<file path="config.mk">
export PLATFORM = sky130hd
export DESIGN_NAME = dur_counter_top
export DESIGN_NICKNAME = d
export VERILOG_FILES = /design/src/rtl/dur_pkg.sv /design/src/rtl/dur_lut.sv /design/src/rtl/dur_flags.sv /design/src/rtl/dur_count.sv /design/src/rtl/dur_counter_top.sv
export SDC_FILE = /design/constraint.sdc
export NUM_CORES = 1
export LEC_CHECK = 0
export ABC_AREA = 0
export BUFFER_PORTS_ARGS = -buffer_cell sky130_fd_sc_hd__buf_2
export CAP_MARGIN = 0
export CORE_MARGIN = 1
export CORE_UTILIZATION = 40
export DETAILED_ROUTE_END_ITERATION = 16
export PLACE_DENSITY_LB_ADDON = 0.12
export REMOVE_ABC_BUFFERS = 1
export SETUP_SLACK_MARGIN = 0.2
export SLEW_MARGIN = 10
export SYNTH_ARGS = -nofsm -noshare
export SYNTH_HDL_FRONTEND = slang
export SYNTH_SLANG_ARGS = --single-unit
</file>
<file path="constraint.sdc">
create_clock -name clk -period 2.4 [get_ports clk]
set_input_delay 0 -clock clk [delete_from_list [all_inputs] [get_ports clk]]
set_output_delay 0 -clock clk [all_outputs]
set_load 0.005 [all_outputs]
</file>
<file path="src/rtl/dur_pkg.sv">
package dur_pkg;
    localparam int unsigned DUR_CNT_W = 8;
    localparam int unsigned DUR_IDX_W = 5;

    typedef struct packed {
        logic en;
        logic halt;
    } dur_flags_t;
endpackage

</file>
<file path="src/rtl/dur_lut.sv">
module dur_lut #(
    parameter int unsigned IDX_W = 5,
    parameter int unsigned CNT_W = 8
) (
    input  logic [IDX_W-1:0] idx,
    output logic [CNT_W-1:0] preset
);
    localparam int unsigned ENTRIES = 1 << IDX_W;

    logic [CNT_W-1:0] rom [ENTRIES];

    // Fixed preset table; entries beyond 32 (larger index widths) stay 0.
    generate
        for (genvar g = 0; g < ENTRIES; g++) begin : g_rom
            always_comb begin
                case (g)
                    0:  rom[g] = CNT_W'(10);
                    1:  rom[g] = CNT_W'(254);
                    2:  rom[g] = CNT_W'(20);
                    3:  rom[g] = CNT_W'(2);
                    4:  rom[g] = CNT_W'(40);
                    5:  rom[g] = CNT_W'(4);
                    6:  rom[g] = CNT_W'(80);
                    7:  rom[g] = CNT_W'(6);
                    8:  rom[g] = CNT_W'(160);
                    9:  rom[g] = CNT_W'(8);
                    10: rom[g] = CNT_W'(60);
                    11: rom[g] = CNT_W'(10);
                    12: rom[g] = CNT_W'(14);
                    13: rom[g] = CNT_W'(12);
                    14: rom[g] = CNT_W'(26);
                    15: rom[g] = CNT_W'(14);
                    16: rom[g] = CNT_W'(12);
                    17: rom[g] = CNT_W'(16);
                    18: rom[g] = CNT_W'(24);
                    19: rom[g] = CNT_W'(18);
                    20: rom[g] = CNT_W'(48);
                    21: rom[g] = CNT_W'(20);
                    22: rom[g] = CNT_W'(96);
                    23: rom[g] = CNT_W'(22);
                    24: rom[g] = CNT_W'(192);
                    25: rom[g] = CNT_W'(24);
                    26: rom[g] = CNT_W'(72);
                    27: rom[g] = CNT_W'(26);
                    28: rom[g] = CNT_W'(16);
                    29: rom[g] = CNT_W'(28);
                    30: rom[g] = CNT_W'(32);
                    31: rom[g] = CNT_W'(30);
                    default: rom[g] = '0;
                endcase
            end
        end
    endgenerate

    assign preset = rom[idx];
endmodule

</file>
<file path="src/rtl/dur_flags.sv">
module dur_flags
    import dur_pkg::*;
(
    input  logic clk,
    input  logic rst,
    input  logic en_we,
    input  logic en_val,
    input  logic halt_we,
    input  logic halt_val,
    output logic en_q,
    output logic en_eff,
    output logic halt_q
);
    dur_flags_t flags_d, flags_q;

    always_comb begin
        flags_d = flags_q;
        if (en_we)   flags_d.en   = en_val;
        if (halt_we) flags_d.halt = halt_val;
    end

    always_ff @(posedge clk) begin
        if (rst) flags_q <= '0;
        else     flags_q <= flags_d;
    end

    assign en_q   = flags_q.en;
    assign halt_q = flags_q.halt;
    // Enable as seen by the counter in this cycle, including a same-cycle write.
    assign en_eff = flags_d.en;
endmodule

</file>
<file path="src/rtl/dur_count.sv">
module dur_count #(
    parameter int unsigned CNT_W = 8
) (
    input  logic             clk,
    input  logic             rst,
    input  logic             en_eff,
    input  logic             load_fire,
    input  logic [CNT_W-1:0] preset,
    input  logic             tick,
    input  logic             halt_q,
    output logic [CNT_W-1:0] cnt_q
);
    typedef struct packed {
        logic [CNT_W-1:0] cnt;
    } cnt_state_t;

    cnt_state_t st_d, st_q;
    logic       at_zero;

    assign at_zero = (st_q.cnt == '0);

    always_comb begin
        st_d = st_q;
        if (!en_eff) begin
            st_d.cnt = '0;
        end else if (load_fire) begin
            st_d.cnt = preset;
        end else if (tick && !halt_q && !at_zero) begin
            st_d.cnt = st_q.cnt - CNT_W'(1);
        end
    end

    always_ff @(posedge clk) begin
        if (rst) st_q <= '0;
        else     st_q <= st_d;
    end

    assign cnt_q = st_q.cnt;
endmodule

</file>
<file path="src/rtl/dur_counter_top.sv">
module dur_counter_top #(
    parameter int unsigned CNT_W    = dur_pkg::DUR_CNT_W,
    parameter int unsigned IDX_W    = dur_pkg::DUR_IDX_W,
    parameter int unsigned DATA_W   = 8,
    parameter int unsigned IDX_LSB  = 3
) (
    input  logic              clk,
    input  logic              rst,
    input  logic              en_we,
    input  logic              en_val,
    input  logic              halt_we,
    input  logic              halt_val,
    input  logic              load_we,
    input  logic [DATA_W-1:0] load_byte,
    input  logic              frame_tick,
    output logic [CNT_W-1:0]  count,
    output logic              active
);
    localparam int unsigned IDX_MSB = IDX_LSB + IDX_W - 1;

    logic             en_q;
    logic             en_eff;
    logic             halt_q;
    logic [IDX_W-1:0] idx;
    logic [CNT_W-1:0] preset;

    assign idx = load_byte[IDX_MSB:IDX_LSB];

    dur_flags u_flags (
        .clk      (clk),
        .rst      (rst),
        .en_we    (en_we),
        .en_val   (en_val),
        .halt_we  (halt_we),
        .halt_val (halt_val),
        .en_q     (en_q),
        .en_eff   (en_eff),
        .halt_q   (halt_q)
    );

    dur_lut #(.IDX_W(IDX_W), .CNT_W(CNT_W)) u_lut (
        .idx    (idx),
        .preset (preset)
    );

    dur_count #(.CNT_W(CNT_W)) u_cnt (
        .clk       (clk),
        .rst       (rst),
        .en_eff    (en_eff),
        .load_fire (load_we),
        .preset    (preset),
        .tick      (frame_tick),
        .halt_q    (halt_q),
        .cnt_q     (count)
    );

    assign active = (count != '0);
endmodule

</file>
==> impl_metrics.csv, run 1 <==
group,metric,value,unit
timing,timing.fmax,596,MHz
global_route,grt_overflow,0,
finish,final_nets,157,
routing,antenna_left,0,
power_and_ir_drop,peakVddDrop,0.237,mV
critical_path,required,2.61,ns
routing,wl,2.14,mm
finish,design_area,1070,um2
synthesis,avgSynthCellArea,8.07,um2
timing,skew,0.00441,ns
floorplanning,fp.dieW,49.3,um
worst_hold_path,min_to,"u_cnt.cnt_q[0]",
critical_path,reg2reg_depth,6,
synthesis,synth_area_leader_cell,"dfxtp_1",
place,place_inst,154,
finish,multi_input_area,643,um2
timing,setup_viol,0,
synthesis,synth_top_family_by_area,"compound AO/OA/AOI/OAI gates",
worst_hold_path,hold_depth,2,
power_and_ir_drop,pwr-share-comb,0.291,
finish,seq_area,200,um2
power_and_ir_drop,p_int,0.328,mW
synthesis,synth.most_common_cell,"dfxtp_1",
global_route,antenna_found_initial,0,
timing,rsz0062_at_grt,"no",
place,place_area,1020,um2
place,place.port_buffers,21,
critical_path,cp-start-kind,"flop",
finish,final_cells,160,
timing,whs,0.0589,ns
power_and_ir_drop,p_clk_frac,0.332,
floorplanning,ioPinCount,25,
critical_path,worstSetupPathType,"reg -> reg",
timing,slew_headroom,0.727,
power_and_ir_drop,p_per_area,445,nW/um2
floorplanning,std_cell_rows,16,
cts,clk_pin_slew,0.07,ns
synthesis,synth-edff-count,0,
cts,htree_num_levels,1,
worst_hold_path,hold_class,"in -> reg",
timing,timing.final.crit_period,1.68,ns
synthesis,yosys-top-cells-area,"dfxtp_1 22%, ha_1 9.8%, mux2i_1 5.6%, nor2b_1 5.6%, nor3_1 5.0%",
finish,syn2layout_area_growth,19.7,%
power_and_ir_drop,sequentialPowerShare,0.377,
synthesis,netlist_instances,111,
routing,wl_per_cell,13.3,um
finish,drive_gt1_frac,0.241,
cts,clock_latency,0.28,ns
cts,cts_tree,"yes",
finish,n_antenna_cell,0,
worst_hold_path,hp-start,"load_we",
synthesis,yosys_warnings,0,
synthesis,synthTopCellsByCount,"10 x dfxtp_1, 9 x inv_1, 9 x nor3_1",
synthesis,synth-simple-area-share,0.251,
critical_path,worstPathArrival,1.88,ns
floorplanning,initial_core_util,0.439,
synthesis,synth_area,896,um2
cts,cts_sinks,10,
synthesis,synthMuxAreaShare,0.0559,
routing,drt_iter0_drc,22,
routing,routed_via_density,5.80,
cts,cts_root_buf,"clkbuf_4",
power_and_ir_drop,power_switching,0.149,mW
critical_path,crit_fanout,4,
global_route,grt_max_degree,14,
timing,period_share,0.699,
synthesis,yosysSeqAreaShare,0.223,
synthesis,synthAdderAreaFrac,0.0978,
routing,detailroute.via_count,928,
timing,fin_setup_tns,0,ns
cts,cts_buffers,3,
cts,postCtsSetupRepairBufs,0,
timing,final-hold-violation-count,0,
synthesis,synth-compound-area-share,0.303,
global_route,grt_usage,0.202,
floorplanning,fp.dieArea,2430,um2
place,dp_hpwl,1.63,mm
finish,fillCellCount,215,
synthesis,synth_xor_area_frac,0.00978,
power_and_ir_drop,p_leak,0.482,nW
routing,first_pass_iters,4,
synthesis,ys_types,36,
critical_path,cp-end-kind,"flop",
critical_path,worstReg2RegEnd,"u_cnt.cnt_q[1]",
timing,drv_slew,0,
status,outcome,"finished clean",
routing,drc,0,
critical_path,r2r_slack,0.72,ns
floorplanning,die_height,49.3,um
floorplanning,core_region_area,2040,um2
timing,worst_slew_pin_slew,0.407,ns
synthesis,synthFlopType,"dfxtp_1",
synthesis,synth_top_area_share,0.223,
synthesis,ys_ff_latch,10,
power_and_ir_drop,p_total,0.477,mW
cts,clock_path_buffers,2,
run,cap_violations,0,
synthesis,synthArstFlopShare,0,
critical_path,r2r_start,"u_cnt.cnt_q[0]",
global_route,grt_pass1_vias,820,
power_and_ir_drop,p_sw_frac,0.312,
global_route,grt_pass1_wl,3.68,mm
place,gp_congestion,0.842,
==> how the worst max path moves through the flow <==
stage,cells past startpoint,to,startpoint
after detailed placement,6,u_cnt.cnt_q[1],u_cnt.cnt_q[0]
final,6,u_cnt.cnt_q[1],u_cnt.cnt_q[0]
after global placement,4,u_cnt.cnt_q[1],u_cnt.cnt_q[3]
after global routing,6,u_cnt.cnt_q[1],u_cnt.cnt_q[0]
after CTS,6,u_cnt.cnt_q[1],u_cnt.cnt_q[0]
after floorplan,4,u_cnt.cnt_q[1],u_cnt.cnt_q[3]
==> final cells by class <==
cell class / instances / area share
clock buffer: 4 / 0.0338
inverter: 9 / 0.0315
multi-input combinational: 87 / 0.600
sequential: 10 / 0.187
tap: 27 / 0.0315
timing repair buffer: 23 / 0.117
==> through the flow <==
stage / util / worst slack (ns)
after floorplan: - / 0.814
after global placement: 0.498 / 0.762
after detailed placement: 0.498 / 0.739
after CTS: 0.525 / 0.719
after global routing: 0.525 / 0.643
final: 0.525 / 0.723
==> power by group through the flow <==
stage / combinational (mW) / clock [mW] / sequential [mW]
2_1_floorplan: 0.0873 / 0 / 0.183
6_report: 0.139 / 0.158 / 0.180
3_3_place_gp: 0.134 / 0 / 0.183
5_1_grt: 0.155 / 0.177 / 0.181
3_5_place_dp: 0.135 / 0 / 0.184
4_1_cts: 0.138 / 0.164 / 0.180
==> flip-flops by register name (all words and copies together) (netlist names) <==
name            cells
u_flags.en_q        1
u_flags.halt_q      1
u_cnt.cnt_q         8
==> critical path, cell delays in order (launching register included) <==
cell	delay [ns]
dfxtp_1	0.34
inv_1	0.06
ha_1	0.23
nand2b_1	0.12
o41a_4	0.47
a211o_1	0.31
o22ai_2	0.08
==> per-layer routing <==
layer,up-vias,GRT usage,wire (um)
met5,-,0,0
met4,0,0.0882,38
met3,5,0.0561,100
met2,24,0.301,983
met1,438,0.266,1010
li1,461,-,-
==> layout by cell type, fill, tap and decap left out, types with 2 or more instances in the layout <==
cell type and n:
a211o_1 2, a211oi_1 4, a21oi_1 4, a311oi_1 4, buf_2 21, clkbuf_4 3, dfxtp_1 10, dlygate4sd3_1 2
ha_1 7, inv_1 9, mux2i_1 5, nand2_1 6, nand2b_1 4, nand3_1 3, nor2_1 5, nor2b_1 8
nor3_1 9, o21ai_0 5, o31ai_1 2
==> logic make-up (layout without fill, tap and decap cells) <==
group | Yosys count | after routing
simple gates | 41 | 41
compound gates | 33 | 33
buf+inv | 14 | 36
flops | 10 | 10
xor+xnor | 1 | 1
fa+ha+maj | 7 | 7
mux | 5 | 5
==> what timing repair did <==
item,CTS,global route
endpoints found under the hold margin,1,0
resized for setup,0,0
hold buffers,2,0
Power figures use the tool's default switching activity.
==> run 2, diff against run 1 <==
==> constraint.sdc (replaced) <==
create_clock -name clk -period 1.5 [get_ports clk]
set_input_delay 0 -clock clk [delete_from_list [all_inputs] [get_ports clk]]
set_output_delay 0 -clock clk [all_outputs]
set_load 0.005 [all_outputs]
==> impl_metrics.csv, run 2 (synthesis gave the netlist of run 1 again) <==
group,metric,value,unit
global_route,grt_max_degree,14,
worst_hold_path,hp-start,"load_we",
worst_hold_path,min_to,"u_cnt.cnt_q[0]",
finish,final_nets,173,
routing,wl_per_cell,14.4,um
finish,drive_gt1_frac,0.453,
floorplanning,core_region_area,2040,um2
place,place_area,1110,um2
timing,timing.fmax,642,MHz
cts,cts_root_buf,"clkbuf_4",
timing,setup_viol,3,
cts,clock_latency,0.27,ns
timing,drv_slew,0,
timing,worst_slew_pin_slew,0.390,ns
finish,largest_register_ffs,8,
critical_path,r2r_slack,-0.06,ns
place,place.port_buffers,21,
timing,skew,0.00505,ns
critical_path,cpPeakStageDelay,0.40,ns
status,outcome,"finished, violations left",
cts,htree_num_levels,1,
floorplanning,fp.dieW,49.3,um
timing,slew_headroom,0.739,
finish,final_common_cell,"buf_2",
power_and_ir_drop,p_leak,0.571,nW
routing,routed_via_density,5.73,
floorplanning,die_height,49.3,um
finish,design_area,1270,um2
critical_path,r2r_start,"u_cnt.cnt_q[3]",
place,place_inst,167,
critical_path,reg2reg_depth,4,
critical_path,worstPathArrival,1.75,ns
critical_path,crit_fanout,4,
critical_path,required,1.69,ns
cts,cts_sinks,10,
routing,wl,2.52,mm
floorplanning,fp.dieArea,2430,um2
routing,drt_iter0_drc,23,
critical_path,path_cells,"or3_4, o41a_4, a211o_1, o22ai_2",
cts,clock_path_buffers,2,
global_route,grt_pass1_wl,4.18,mm
place,dp_slack,-0.0857,ns
place,dp_hpwl,1.84,mm
cts,clk_pin_slew,0.07,ns
routing,first_pass_iters,4,
global_route,antenna_found_initial,0,
critical_path,critPathSlowestCell,"o41a_4",
global_route,grt_overflow,0,
finish,layout_common_cells,"21 x buf_2, 15 x buf_4, 8 x nor2b_1, 7 x inv_1",
finish,syn2layout_area_growth,41.3,%
routing,detailroute.via_count,1003,
finish,final_cells,175,
global_route,grt_usage,0.229,
floorplanning,ioPinCount,25,
routing,drc,0,
timing,fin_setup_tns,-0.110,ns
timing,timing.final.crit_period,1.56,ns
finish,n_antenna_cell,0,
floorplanning,initial_core_util,0.439,
status,violations,"setup timing",
global_route,grt_pass1_vias,938,
timing,period_share,1.04,
timing,rsz0062_at_grt,"yes",
worst_hold_path,hold_class,"in -> reg",
critical_path,worstReg2RegEnd,"u_cnt.cnt_q[1]",
power_and_ir_drop,peakVddDrop,0.491,mV
timing,setup_slack,-0.0567,ns
critical_path,cp-end-kind,"flop",
power_and_ir_drop,p_per_area,613,nW/um2
critical_path,cp-start-kind,"flop",
cts,cts_tree,"yes",
floorplanning,std_cell_rows,16,
cts,cts_buffers,3,
critical_path,worstSetupPathType,"reg -> reg",
place,gp_congestion,0.818,
run,cap_violations,0,
routing,antenna_left,0,
timing,final-hold-violation-count,0,
worst_hold_path,hold_depth,2,
[run 2: routing by layer]
layer | vias up | part of all wire | global-route usage
met1 | 463 | 0.42 | 0.282
met2 | 44 | 0.51 | 0.384
met4 | 0 | 0.0048 | 0.0735
met3 | 2 | 0.070 | 0.0561
li1 | 494 | - | -
met5 | - | 0 | 0
[run 2: layout make-up]
class | count | area [um2]
inverter | 9 | 33.8
multi-input combinational | 87 | 722
clock buffer | 3 | 22.5
sequential | 10 | 205
fill | 185 | 776
tap | 27 | 33.8
timing repair buffer | 39 | 249
[run 2: repair_timing]
item,4_1_cts,5_1_grt
endpoints found under the hold margin,1,0
buffers inserted,3,0
setup endpoints to repair,9,9
hold buffers,2,0
pin swaps,9,3
gates resized for setup,17,7
gates cloned,0,0
[run 2: power breakdown]
group	internal (mW)	switching (mW)
Sequential	0.277	0.0108
Clock	0.0928	0.0960
Combinational	0.148	0.151
Total	0.518	0.258
[run 2: critical path: cells and delay by family, from the launching register on]
family             cells  cell delay (ns)
AOI/OAI and AO/OA      3             0.77
and+or+nand+nor        1             0.39
DFF                    1             0.32
[run 2: worst max-delay path by stage]
stage | from | to
floorplan | u_cnt.cnt_q[3] | u_cnt.cnt_q[1]
global placement | u_cnt.cnt_q[0] | u_cnt.cnt_q[1]
detailed placement | u_cnt.cnt_q[0] | u_cnt.cnt_q[1]
CTS | u_cnt.cnt_q[3] | u_cnt.cnt_q[1]
global route | u_cnt.cnt_q[3] | u_cnt.cnt_q[1]
finish | u_cnt.cnt_q[3] | u_cnt.cnt_q[1]
[run 2: stage by stage]
stage | power [mW] | hold slack (ns) | util
after floorplan | 0.432 | 0.0724 | -
after global placement | 0.542 | 0.171 | 0.545
after detailed placement | 0.546 | 0.175 | 0.545
after CTS | 0.770 | 0.107 | 0.610
after global routing | 0.822 | 0.136 | 0.620
final | 0.776 | 0.112 | 0.620
==> run 3, diff against run 2 <==
--- a/config.mk
+++ b/config.mk
@@ -10,9 +10,9 @@
 export CAP_MARGIN = 0
 export CORE_MARGIN = 1
 export CORE_UTILIZATION = 40
+export CTS_CLUSTER_DIAMETER = 40
 export DETAILED_ROUTE_END_ITERATION = 16
 export PLACE_DENSITY_LB_ADDON = 0.12
-export REMOVE_ABC_BUFFERS = 1
 export SETUP_SLACK_MARGIN = 0.2
 export SLEW_MARGIN = 10
 export SYNTH_ARGS = -nofsm -noshare
==> impl_metrics.csv, run 3 (synthesis gave the netlist of run 1 again) <==
group,metric,value,unit
status,outcome,"finished, violations left",
status,violations,"setup timing",
floorplanning,fp.dieW,49.3,um
finish,fillCellCount,190,
finish,drive_gt1_frac,0.453,
critical_path,r2r_slack,-0.06,ns
power_and_ir_drop,peakVddDrop,0.546,mV
cts,cts_sinks,10,
timing,setup_viol,2,
global_route,grt_overflow,0,
routing,detailroute.via_count,993,
place,dp_hpwl,1.74,mm
timing,drv_slew,0,
routing,wl,2.42,mm
global_route,grt_max_degree,14,
critical_path,worstSetupPathType,"reg -> reg",
power_and_ir_drop,sequentialPowerShare,0.364,
run,cap_violations,0,
floorplanning,std_cell_rows,16,
place,place.port_buffers,21,
routing,wl_per_cell,13.7,um
critical_path,worstPathArrival,1.75,ns
critical_path,cp-end-kind,"flop",
cts,cts_root_buf,"clkbuf_4",
power_and_ir_drop,p_int,0.534,mW
finish,layout_common_cells,"21 x buf_2, 13 x buf_4, 8 x nor2b_1, 7 x inv_1, 7 x nor3_1",
timing,timing.final.crit_period,1.56,ns
finish,syn2layout_area_growth,47.1,%
finish,largest_register_ffs,8,
floorplanning,ioPinCount,25,
worst_hold_path,hold_class,"in -> reg",
place,gp_congestion,0.882,
global_route,grt_usage,0.221,
critical_path,r2r_start,"u_cnt.cnt_q[5]",
timing,timing.fmax,642,MHz
critical_path,crit_fanout,4,
timing,final-hold-violation-count,0,
finish,final_nets,175,
finish,n_antenna_cell,0,
timing,slew_headroom,0.759,
power_and_ir_drop,p_per_area,602,nW/um2
critical_path,required,1.69,ns
synthesis,syn_nets,134,
critical_path,endpoint,"u_cnt.cnt_q[1]",
critical_path,worstReg2RegEnd,"u_cnt.cnt_q[1]",
critical_path,reg2reg_depth,4,
power_and_ir_drop,p_clk_frac,0.231,
timing,period_share,1.04,
cts,clk_pin_slew,0.07,ns
cts,cts_buffers,3,
timing,worst_slew_pin_slew,0.362,ns
global_route,grt_pass1_wl,4.17,mm
worst_hold_path,hold_depth,2,
cts,cts_tree,"yes",
routing,drt_iter0_drc,32,
routing,antenna_left,0,
floorplanning,initial_core_util,0.439,
timing,rsz0062_at_grt,"yes",
power_and_ir_drop,p_total,0.793,mW
power_and_ir_drop,p_leak,0.590,nW
timing,setup_slack,-0.0564,ns
global_route,antenna_found_initial,0,
power_and_ir_drop,p_sw_frac,0.326,
routing,routed_via_density,5.61,
routing,first_pass_iters,4,
cts,clock_latency,0.27,ns
cts,clock_path_buffers,2,
power_and_ir_drop,pwr-share-comb,0.405,
cts,htree_num_levels,1,
finish,final_common_cell,"buf_2",
floorplanning,fp.dieArea,2430,um2
place,dp_slack,-0.0457,ns
floorplanning,die_height,49.3,um
global_route,grt_pass1_vias,924,
critical_path,cp-start-kind,"flop",
critical_path,startpoint,"u_cnt.cnt_q[5]",
timing,skew,0.00659,ns
floorplanning,core_region_area,2040,um2
power_and_ir_drop,power_switching,0.259,mW
routing,drc,0,
-- run 3: metrics by stage --
stage | hold slack (ns) | util | std cells | area [um2] | setup TNS (ns)
after floorplan | 0.0724 | - | 111 | 907 | -0.00570
after global placement | 0.171 | 0.547 | 166 | 1120 | -0.0127
after detailed placement | 0.174 | 0.547 | 166 | 1120 | -0.0457
after CTS | 0.0707 | 0.629 | 177 | 1280 | -0.0540
after global routing | 0.110 | 0.645 | 177 | 1320 | -0.328
final | 0.0974 | 0.645 | 177 | 1320 | -0.0765
-- run 3: repair_timing --
action / 4_1_cts / 5_1_grt
pin swaps: 8 / 3
endpoints found under the hold margin: 1 / 0
gates cloned: 0 / 0
setup endpoints to repair: 9 / 9
hold buffers: 2 / 0
setup buffers: 6 / 0
resized for setup: 18 / 7
-- run 3: worst min-delay path by stage --
stage                           endpoint  slack (ns)    start
after global placement    u_flags.halt_q        0.17      rst
after global routing      u_cnt.cnt_q[0]        0.11  load_we
after CTS                 u_cnt.cnt_q[0]        0.07  load_we
after detailed placement  u_flags.halt_q        0.17      rst
after floorplan           u_flags.halt_q        0.07      rst
final                     u_cnt.cnt_q[0]         0.1  load_we
-- run 3: cell type report --
class / instances / area [um2] / area share
Sequential cell: 10 / 208 / 0.158
Multi-Input combinational cell: 87 / 741 / 0.562
Timing Repair Buffer: 41 / 279 / 0.212
Tap cell: 27 / 33.8 / 0.0256
Clock buffer: 3 / 22.5 / 0.0171
Inverter: 9 / 33.8 / 0.0256
-- run 3: power by group through the flow --
stage	Sequential (mW)	Combinational, mW	Clock [mW]
finish	0.288	0.321	0.184
global route	0.289	0.353	0.199
CTS	0.286	0.308	0.191
detailed placement	0.291	0.255	0
global placement	0.291	0.254	0
floorplan	0.294	0.154	0
-- run 3: critical path, stage by stage (launching register included) --
cell and delay (ns):
dfxtp_2 0.32, or3_4 0.40, o41a_4 0.39, a211o_1 0.28, o22ai_2 0.08
-- run 3: routing by layer --
metal,GRT usage,vias to the layer above,part of all wire
met3,0.0592,2,0.058
met5,0,-,0
met1,0.294,459,0.45
li1,-,497,-
met2,0.349,35,0.49
met4,0.0539,0,0.0050
